--- src/rtl/dsadc_pkg.sv ---
package dsadc_pkg;
  // Strobes from the phase controller to the counting datapath.
  typedef struct packed {
    logic lastSig;    // final clock of the signal window
    logic refActive;  // reference switch closed this clock
    logic endCycle;   // final clock of the conversion
  } seqStrobes_t;
endpackage

--- src/rtl/dsadc_ctrl.sv ---
module dsadc_ctrl
  import dsadc_pkg::*;
#(
  parameter int AZ_CLKS  = 10000,
  parameter int SIG_CLKS = 10000,
  parameter int REF_CLKS = 20000
) (
  input  logic        clk,
  input  logic        rstN,
  input  logic        refDone,
  output logic        selZero,
  output logic        selSignal,
  output logic        selRef,
  output seqStrobes_t strobes
);
  localparam int TOTAL = AZ_CLKS + SIG_CLKS + REF_CLKS;
  localparam int CYC_W = $clog2(TOTAL);
  localparam logic [CYC_W-1:0] SIG_START = CYC_W'(AZ_CLKS);
  localparam logic [CYC_W-1:0] REF_START = CYC_W'(AZ_CLKS + SIG_CLKS);
  localparam logic [CYC_W-1:0] LAST_SIG  = CYC_W'(AZ_CLKS + SIG_CLKS - 1);
  localparam logic [CYC_W-1:0] LAST_CYC  = CYC_W'(TOTAL - 1);

  logic [CYC_W-1:0] cycPos;
  logic             inRefWin;

  always_ff @(posedge clk) begin
    if (!rstN)                 cycPos <= '0;
    else if (cycPos == LAST_CYC) cycPos <= '0;
    else                       cycPos <= cycPos + CYC_W'(1);
  end

  always_comb begin
    inRefWin          = (cycPos >= REF_START);
    selZero           = (cycPos < SIG_START);
    selSignal         = (cycPos >= SIG_START) && !inRefWin;
    selRef            = inRefWin && !refDone;
    strobes.lastSig   = (cycPos == LAST_SIG);
    strobes.refActive = selRef;
    strobes.endCycle  = (cycPos == LAST_CYC);
  end

  AST_ONE_SWITCH: assert property (@(posedge clk) disable iff (!rstN)
    $onehot0({selZero, selSignal, selRef}));
  AST_ZERO_TO_SIG: assert property (@(posedge clk) disable iff (!rstN)
    $fell(selZero) |-> selSignal);
  AST_SIG_TO_REF: assert property (@(posedge clk) disable iff (!rstN)
    $fell(selSignal) |-> selRef);
  AST_WRAP_ZERO: assert property (@(posedge clk) disable iff (!rstN)
    strobes.endCycle |=> selZero && !selRef);
endmodule

--- src/rtl/dsadc_datapath.sv ---
module dsadc_datapath
  import dsadc_pkg::*;
#(
  parameter int REF_CLKS = 20000,
  localparam int CNT_W = $clog2(REF_CLKS + 1),
  localparam int RES_W = CNT_W + 1
) (
  input  logic             clk,
  input  logic             rstN,
  input  logic             cmpPos,
  input  seqStrobes_t      strobes,
  output logic             refDone,
  output logic             refNeg,
  output logic [RES_W-1:0] result,
  output logic             overRange,
  output logic             resultValid
);
  localparam logic [CNT_W-1:0] CNT_FULL = CNT_W'(REF_CLKS);
  localparam logic [RES_W-1:0] POS_FULL = RES_W'(REF_CLKS);
  localparam logic [RES_W-1:0] NEG_FULL = RES_W'(0) - RES_W'(REF_CLKS);

  logic             polPos;
  logic [CNT_W-1:0] refCnt;
  logic [CNT_W-1:0] magNext;
  logic             crossNow;
  logic [RES_W-1:0] magExt;

  always_comb begin
    crossNow = strobes.refActive && (cmpPos != polPos);
    magNext  = strobes.refActive ? refCnt + CNT_W'(1) : refCnt;
    magExt   = {1'b0, magNext};
  end

  always_ff @(posedge clk) begin
    if (!rstN) begin
      polPos      <= 1'b0;
      refCnt      <= '0;
      refDone     <= 1'b0;
      result      <= '0;
      overRange   <= 1'b0;
      resultValid <= 1'b0;
    end else begin
      resultValid <= 1'b0;
      if (strobes.lastSig) begin
        polPos  <= cmpPos;
        refCnt  <= '0;
        refDone <= 1'b0;
      end
      if (strobes.refActive) begin
        refCnt <= magNext;
        if (crossNow) refDone <= 1'b1;
      end
      if (strobes.endCycle) begin
        result      <= polPos ? magExt : RES_W'(0) - magExt;
        overRange   <= !(refDone || crossNow);
        resultValid <= 1'b1;
      end
    end
  end

  assign refNeg = polPos;

  AST_CNT_CAP: assert property (@(posedge clk) disable iff (!rstN)
    refCnt <= CNT_FULL);
  AST_OVR_FULL: assert property (@(posedge clk) disable iff (!rstN)
    overRange |-> (result == POS_FULL || result == NEG_FULL));
  AST_VALID_ONE: assert property (@(posedge clk) disable iff (!rstN)
    resultValid |=> !resultValid);
  AST_REF_OPENS: assert property (@(posedge clk) disable iff (!rstN)
    crossNow |=> !strobes.refActive);
endmodule

--- src/rtl/dsadc_seq.sv ---
module dsadc_seq
  import dsadc_pkg::*;
#(
  parameter int AZ_CLKS  = 10000,
  parameter int SIG_CLKS = 10000,
  parameter int REF_CLKS = 20000,
  localparam int RES_W = $clog2(REF_CLKS + 1) + 1
) (
  input  logic             clk,
  input  logic             rstN,
  input  logic             cmpPos,
  output logic             selZero,
  output logic             selSignal,
  output logic             selRef,
  output logic             refNeg,
  output logic [RES_W-1:0] result,
  output logic             overRange,
  output logic             resultValid
);
  seqStrobes_t strobes;
  logic        refDone;

  dsadc_ctrl #(
    .AZ_CLKS (AZ_CLKS),
    .SIG_CLKS(SIG_CLKS),
    .REF_CLKS(REF_CLKS)
  ) uCtrl (
    .clk      (clk),
    .rstN     (rstN),
    .refDone  (refDone),
    .selZero  (selZero),
    .selSignal(selSignal),
    .selRef   (selRef),
    .strobes  (strobes)
  );

  dsadc_datapath #(
    .REF_CLKS(REF_CLKS)
  ) uDp (
    .clk        (clk),
    .rstN       (rstN),
    .cmpPos     (cmpPos),
    .strobes    (strobes),
    .refDone    (refDone),
    .refNeg     (refNeg),
    .result     (result),
    .overRange  (overRange),
    .resultValid(resultValid)
  );
endmodule

--- config.mk ---
export PLATFORM = sky130hd
export DESIGN_NAME = dsadc_seq
export DESIGN_NICKNAME = d
export VERILOG_FILES = /design/src/rtl/dsadc_pkg.sv /design/src/rtl/dsadc_ctrl.sv /design/src/rtl/dsadc_datapath.sv /design/src/rtl/dsadc_seq.sv
export SDC_FILE = /design/constraint.sdc
export NUM_CORES = 1
export LEC_CHECK = 0
export BUFFER_PORTS_ARGS = -buffer_cell sky130_fd_sc_hd__clkbuf_2
export CORE_MARGIN = 2
export CORE_UTILIZATION = 55
export CTS_CLUSTER_DIAMETER = 80
export DETAILED_ROUTE_END_ITERATION = 8
export GPL_TIMING_DRIVEN = 1
export PLACE_DENSITY_LB_ADDON = 0.3
export SLEW_MARGIN = 20
export SYNTH_ARGS = -nofsm -noshare
export SYNTH_HDL_FRONTEND = slang
export SYNTH_SLANG_ARGS = --single-unit
--- constraint.sdc ---
create_clock -name clk -period 7.6 [get_ports clk]
set_clock_uncertainty 0.05 [all_clocks]
set_input_delay 0 -clock clk [delete_from_list [all_inputs] [get_ports clk]]
set_output_delay 0 -clock clk [all_outputs]
set_load 0.02 [all_outputs]
==> metrics, run 1 <==
f_max 233.5 MHz; Crit path largest cell delay 0.60 ns; flop-to-flop setup slack 3.32 ns; Max Slew Vio Count 0; final hold vios 0; Startpoint Class register; post-route setup slack approximately 3.3 ns; CTS root buffer clkbuf_8; Overall Power 0.4735 mW; RePlAce Congestion 0.8883; Leak 1.210 nW; H-tree depth 2; EDFF count, synth 0; fin crit share 56.36%; final instance area 3294 um2; Resized Gates After CTS 0; share of cells above drive strength 1 13.59%; final core occ 60.57%; Main synth FF type dfxtp_1; Worst Hold Path EP uDp.refCnt[1]; WP data required a little under 8 ns; Initial Util roughly 56%; dpl ws 3.368 ns; crit path max fanout 16; die area 6198 um2; most common cell after layout, fill and taps aside nor2_1; Avg Inst Size Synth 8.041 um2; via count 2,712; FF-to-FF path depth 12; first-pass GRT wire length around 12 mm; Pwr per Cell Area 143.7 nW/um2; initial drt markers between 150 and 200; CTS buffer count 5; vias per inst a little under 6; synthesized area between 3000 and 4000 um2; clk sinks 51; die width approximately 80 um; Setup violations, final 0; Synth warnings 0; Worst setup EP type register; peak supply drop ~0.068 mV; CTS tree yes; Fillers 490; Total Routed Length 6.848 mm; Synth Register Bits 51; # DRC 0; DP Cell Count 453; clk_lat worst skew 0.31 ns; Worst-path clk slew 0.10 ns; fin nets 397; HP Class in2reg; Max-slew headroom 50.42%; area of the multi-input gates 1889 um2; sequential area share after synthesis 33.24%; CTS Hold Bufs 1; number of port buffers 24; post-DP HPWL between 5 and 6 mm; Antenna diodes 0; drt pass-1 iters 4; setup TNS 0 ns; hold_ws 0.06966 ns; post-placement cell area 3169 um2; Sequential Area 1021 um2; FF-to-FF End uDp.result[9]; Die Y-Extent 78.73 um; Tot GR Track Use between 20% and 30%; Setup CP Type reg2reg; hold-critical path depth 3; number of global-route vias before repair 2,462; crit path time final 4.284 ns; Worst-Margin Slew 0.7429 ns; Ports 25; Core Area between 5000 and 6000 um2; reg2reg start uCtrl.cycPos[9]; initial antenna violation count 0; crit-path cells and4_1 > a211oi_4 > a21o_2 > inv_1 > ha_1 > or4b_2 > a211oi_1 > a211oi_2 > nor2_1 > nand3_1 > mux2i_1 > a31oi_1; Non-Filler Instances approximately 460; most frequent cells in the layout nor2_1, dfxtp_1, nand2_1, clkbuf_2, a21oi_1; pin count of the biggest net entering global routing 22; cell count after synthesis around 380; status complete, no violations; WL per Instance around 15 um; Async SR Flop Fraction 0%; Longest Clk Path Bufs 2; syn_nets 390; RSZ-0062 raised after global routing false; # Max-Cap Violations 0; Antenna Nets Post-Route 0; Distinct cells, synth 56; Rows 27; Slowest-stage cell, CP or4b_2; Remaining Overflow, GRT 0; synth-to-layout area growth 7.251%; arrival time at the worst endpoint 4.41 ns; Post-CTS Setup Repair Bufs 0; min-delay src rstN
==> logic make-up (layout without fill, tap and decap cells) <==
kind of cell             count (synthesis)  after routing  synth area share, %
adder cells (fa/ha/maj)                  5              5                2.037
buffers and inverters                   37             45                5.255
AO/OA/AOI/OAI                           77             77                17.11
XOR/XNOR                                39             39                11.36
flip-flops                              51             51                33.24
AND/OR/NAND/NOR                        165            165                28.11
multiplexers                             8              8                2.892
==> registers in the layout (all words and copies together), names as in the netlist <==
name	flops
uCtrl.cycPos	16
uDp.refNeg	1
uDp.refCnt	15
uDp.result	16
uDp.resultValid	1
uDp.refDone	1
uDp.overRange	1
==> routing by layer <==
layer,track usage [%],vias up,share of wire [%]
met2,36.75,88,46
met4,9.298,0,1.7
met5,0,-,0
met3,4.545,14,5.5
met1,31.59,1267,47
li1,-,1343,-
==> power by group <==
group | internal, mW | switching, mW
clock | 0.0992 | 0.0953
combinational | 0.00246 | 0.00684
sequential | 0.268 | 0.00127
==> critical path: cells and delay by family, from the launching register on <==
kind            cells  cell delay (ns)
compound gates      5             1.39
fa+ha+maj           1             0.45
buf+inv             1             0.31
flops               1             0.37
mux                 1             0.17
simple gates        4             1.40
==> worst max path at each step <==
stage | startpoint | end | slack, ns | depth (start not counted)
6_report | uCtrl.cycPos[9] | uDp.result[9] | 3.32 | 12
5_1_grt | uCtrl.cycPos[9] | uDp.result[9] | 3.00 | 12
4_1_cts | uCtrl.cycPos[10] | uDp.result[9] | 3.37 | 12
3_5_place_dp | uCtrl.cycPos[9] | uDp.result[9] | 3.37 | 12
3_3_place_gp | uCtrl.cycPos[9] | uDp.result[9] | 3.48 | 12
2_1_floorplan | uCtrl.cycPos[10] | uDp.result[9] | 3.79 | 14
==> area by class of cell <==
type / count / area share, %
Timing Repair Buffer: 26 / 4.178
Multi-Input combinational cell: 294 / 57.35
Sequential cell: 51 / 30.99
Inverter: 11 / 1.253
Clock buffer: 5 / 2.089
Clock inverter: 3 / 1.405
Tap cell: 72 / 2.735
==> synth_stat cells, drive strengths merged, types with 2 or more instances <==
cell      n  share of area (%)
nand2b    4               0.81
a211o     3               0.86
xor2     16                4.6
nand4b    2               0.57
and2      5                1.0
nand4     7                1.4
nor3     11                2.0
or3       5                1.0
mux2i     7                2.4
a32oi     2               0.57
nand3    20                3.7
nor3b     2               0.86
a211oi    8                2.5
nor2     52                6.4
or4       2               0.49
o21ai    22                3.6
a21oi    24                4.0
clkbuf   13                1.6
a311oi    2               0.57
buf      13                2.3
dfxtp    51                 33
xnor2    23                6.8
o21a      3               0.73
ha        5                2.0
and4bb    3                1.2
inv      11                1.3
a2111oi   2                1.4
and3      7                1.4
nand2    37                4.5
and4      2               0.57
a31oi     6                1.2
Power figures use the tool's default switching activity.
==> inputs of run 2 (changes only) <==
- clock period: 7.6 -> 4.46 ns (I/O delays scaled with it)
==> metrics, run 2 (synthesis gave the netlist of run 1 again) <==
status complete, no violations (unchanged); via count 2,684 (was 2,712); WL per Instance 14.84 um (was 14.82 um); hold_ws 0.05457 ns (was 0.06966 ns); fin nets 398 (was 397); clk_lat worst skew 0.30 ns (was 0.31 ns); Worst-path clk slew 0.09 ns (was 0.10 ns); Worst Hold Path EP uDp.refCnt[1] (unchanged); Setup violations, final 0 (unchanged); crit path time final 4.120 ns (was 4.284 ns); Post-CTS Setup Repair Bufs 0 (unchanged); pin count of the biggest net entering global routing 22 (unchanged); reg2reg start uCtrl.cycPos[9] (unchanged); Routed met1 length 3.322 mm (was 3.191 mm); most frequent cells in the layout nor2_1, dfxtp_1, nand2_1, clkbuf_2, a21oi_1 (unchanged); CTS root buffer clkbuf_8 (unchanged); FF-to-FF End uDp.result[11] (was uDp.result[9]); Core Area 5439 um2 (unchanged); crit path max fanout 16 (unchanged); H-tree depth 2 (unchanged); clk sinks 51 (unchanged); FF-to-FF path depth 12 (unchanged); Resized Gates After CTS 0 (unchanged); Die Y-Extent 78.73 um (unchanged); Remaining Overflow, GRT 0 (unchanged); Worst-Margin Slew 0.7344 ns (was 0.7429 ns); CTS Hold Bufs 1 (unchanged); vias per inst 5.810 (was 5.870); CTS buffer count 5 (unchanged); post-DP HPWL 4.957 mm (was 5.004 mm); Slowest-stage cell, CP or4b_2 (unchanged); biggest regs uCtrl.cycPos: 16 flops, uDp.result: 16 flops, uDp.refCnt: 15 flops (unchanged); WP data required 4.60 ns (was 7.72 ns); Antenna Nets Post-Route 0 (unchanged); Total Routed Length 6.855 mm (was 6.848 mm); first-pass GRT wire length 11.73 mm (was 11.65 mm); met3 WL post-DR 304 um (was 380 um); Ports 25 (unchanged); number of global-route vias before repair 2,505 (was 2,462); f_max 242.7 MHz (was 233.5 MHz); setup TNS 0 ns (unchanged); share of cells above drive strength 1 13.33% (was 13.59%); CTS tree yes (unchanged); Rows 27 (unchanged); fin crit share 92.37% (was 56.36%); # Max-Cap Violations 0 (unchanged); Max-slew headroom 50.99% (was 50.42%); DR WL met2 3.085 mm (was 3.159 mm); crit-path cells and4_1 > a211oi_4 > a21o_2 > inv_1 > ha_1 > or4b_2 > a211oi_1 > a211oi_2 > nor2_1 > a31oi_1 > xnor2_1 > o21ai_1 (was and4_1 > a211oi_4 > a21o_2 > inv_1 > ha_1 > or4b_2 > a211oi_1 > a211oi_2 > nor2_1 > nand3_1 > mux2i_1 > a31oi_1); Setup CP Type reg2reg (unchanged); Startpoint Class register (unchanged); die width 78.73 um (unchanged); Antenna diodes 0 (unchanged); initial drt markers 212 (was 193); RePlAce Congestion 0.8718 (was 0.8883); drt pass-1 iters 4 (unchanged); top layer in use met4 (unchanged); Max Slew Vio Count 0 (unchanged); Leak 1.212 nW (was 1.210 nW); peak supply drop 0.1660 mV (was 0.06760 mV); Longest Clk Path Bufs 2 (unchanged); HP Class in2reg (unchanged); # DRC 0 (unchanged); hold-critical path depth 3 (unchanged); RSZ-0062 raised after global routing false (unchanged); flop-to-flop setup slack 0.34 ns (was 3.32 ns); die area 6198 um2 (unchanged); synth-to-layout area growth 7.087% (was 7.251%); Pwr per Cell Area 238.6 nW/um2 (was 143.7 nW/um2); arrival time at the worst endpoint 4.26 ns (was 4.41 ns); final hold vios 0 (unchanged); Crit path largest cell delay 0.62 ns (was 0.60 ns); Initial Util 56.48% (unchanged); number of port buffers 24 (unchanged); min-delay src rstN (unchanged); initial antenna violation count 0 (unchanged); Tot GR Track Use 23.42% (was 23.37%); most common cell after layout, fill and taps aside nor2_1 (unchanged); Worst setup EP type register (unchanged)
run 2: changes by cell type in the layout (fill, tap and decap cells not counted):
cell / previous run / this run
buf_4: 1 / 2
clkbuf_1: 0 / 1
clkinvlp_4: 1 / 0
inv_6: 1 / 0
run 2: worst max-delay path by stage:
stage	start	to	slack (ns)	cells past startpoint
finish	uCtrl.cycPos[9]	uDp.result[11]	0.34	12
detailed placement	uCtrl.cycPos[9]	uDp.result[9]	0.42	12
global route	uCtrl.cycPos[9]	uDp.result[11]	0.15	12
CTS	uCtrl.cycPos[9]	uDp.result[11]	0.39	12
floorplan	uCtrl.cycPos[10]	uDp.result[9]	0.65	14
global placement	uCtrl.cycPos[9]	uDp.result[9]	0.60	12
run 2: per-layer routing:
metal | GRT usage [%] | vias to the layer above
met2 | 36.50 | 79
met4 | 8.421 | 0
met3 | 3.636 | 18
li1 | - | 1342
met1 | 32.90 | 1245
met5 | 0 | -
run 2: area by class of cell:
type / count / area, um2
well taps: 72 / 90.09
clock buffers: 6 / 72.57
repair buffers: 27 / 145.1
clock inverters: 1 / 30.03
inverters: 11 / 41.29
multi-input cells: 294 / 1889
fillers: 504 / 2150
flip-flops and latches: 51 / 1021
run 2: metrics by stage:
step / total power [mW] / std cells / instance area [um2] / util [%] / setup slack (ns)
2_1_floorplan: 0.4802 / 382 / 3072 / - / 0.6520
3_3_place_gp: 0.4849 / 454 / 3177 / 58.41 / 0.6000
3_5_place_dp: 0.4851 / 454 / 3177 / 58.41 / 0.4190
4_1_cts: 0.7955 / 462 / 3289 / 60.48 / 0.3900
5_1_grt: 0.8147 / 462 / 3289 / 60.48 / 0.1544
6_report: 0.7849 / 462 / 3289 / 60.48 / 0.3401
run 2: worst max-delay path, delay by kind of cell (launching register included):
kind                       cells  cell delay (ns)
and+or+nand+nor                3             1.29
adders and majority gates      1             0.37
xor gates and xnor gates       1             0.20
DFF                            1             0.38
AOI/OAI and AO/OA              6             1.63
buffers and inverters          1             0.11
run 2: power by group:
group | switching (mW) | internal (mW)
clock | 0.145 | 0.165
combinational | 0.0114 | 0.00430
sequential | 0.00199 | 0.457
total | 0.159 | 0.626
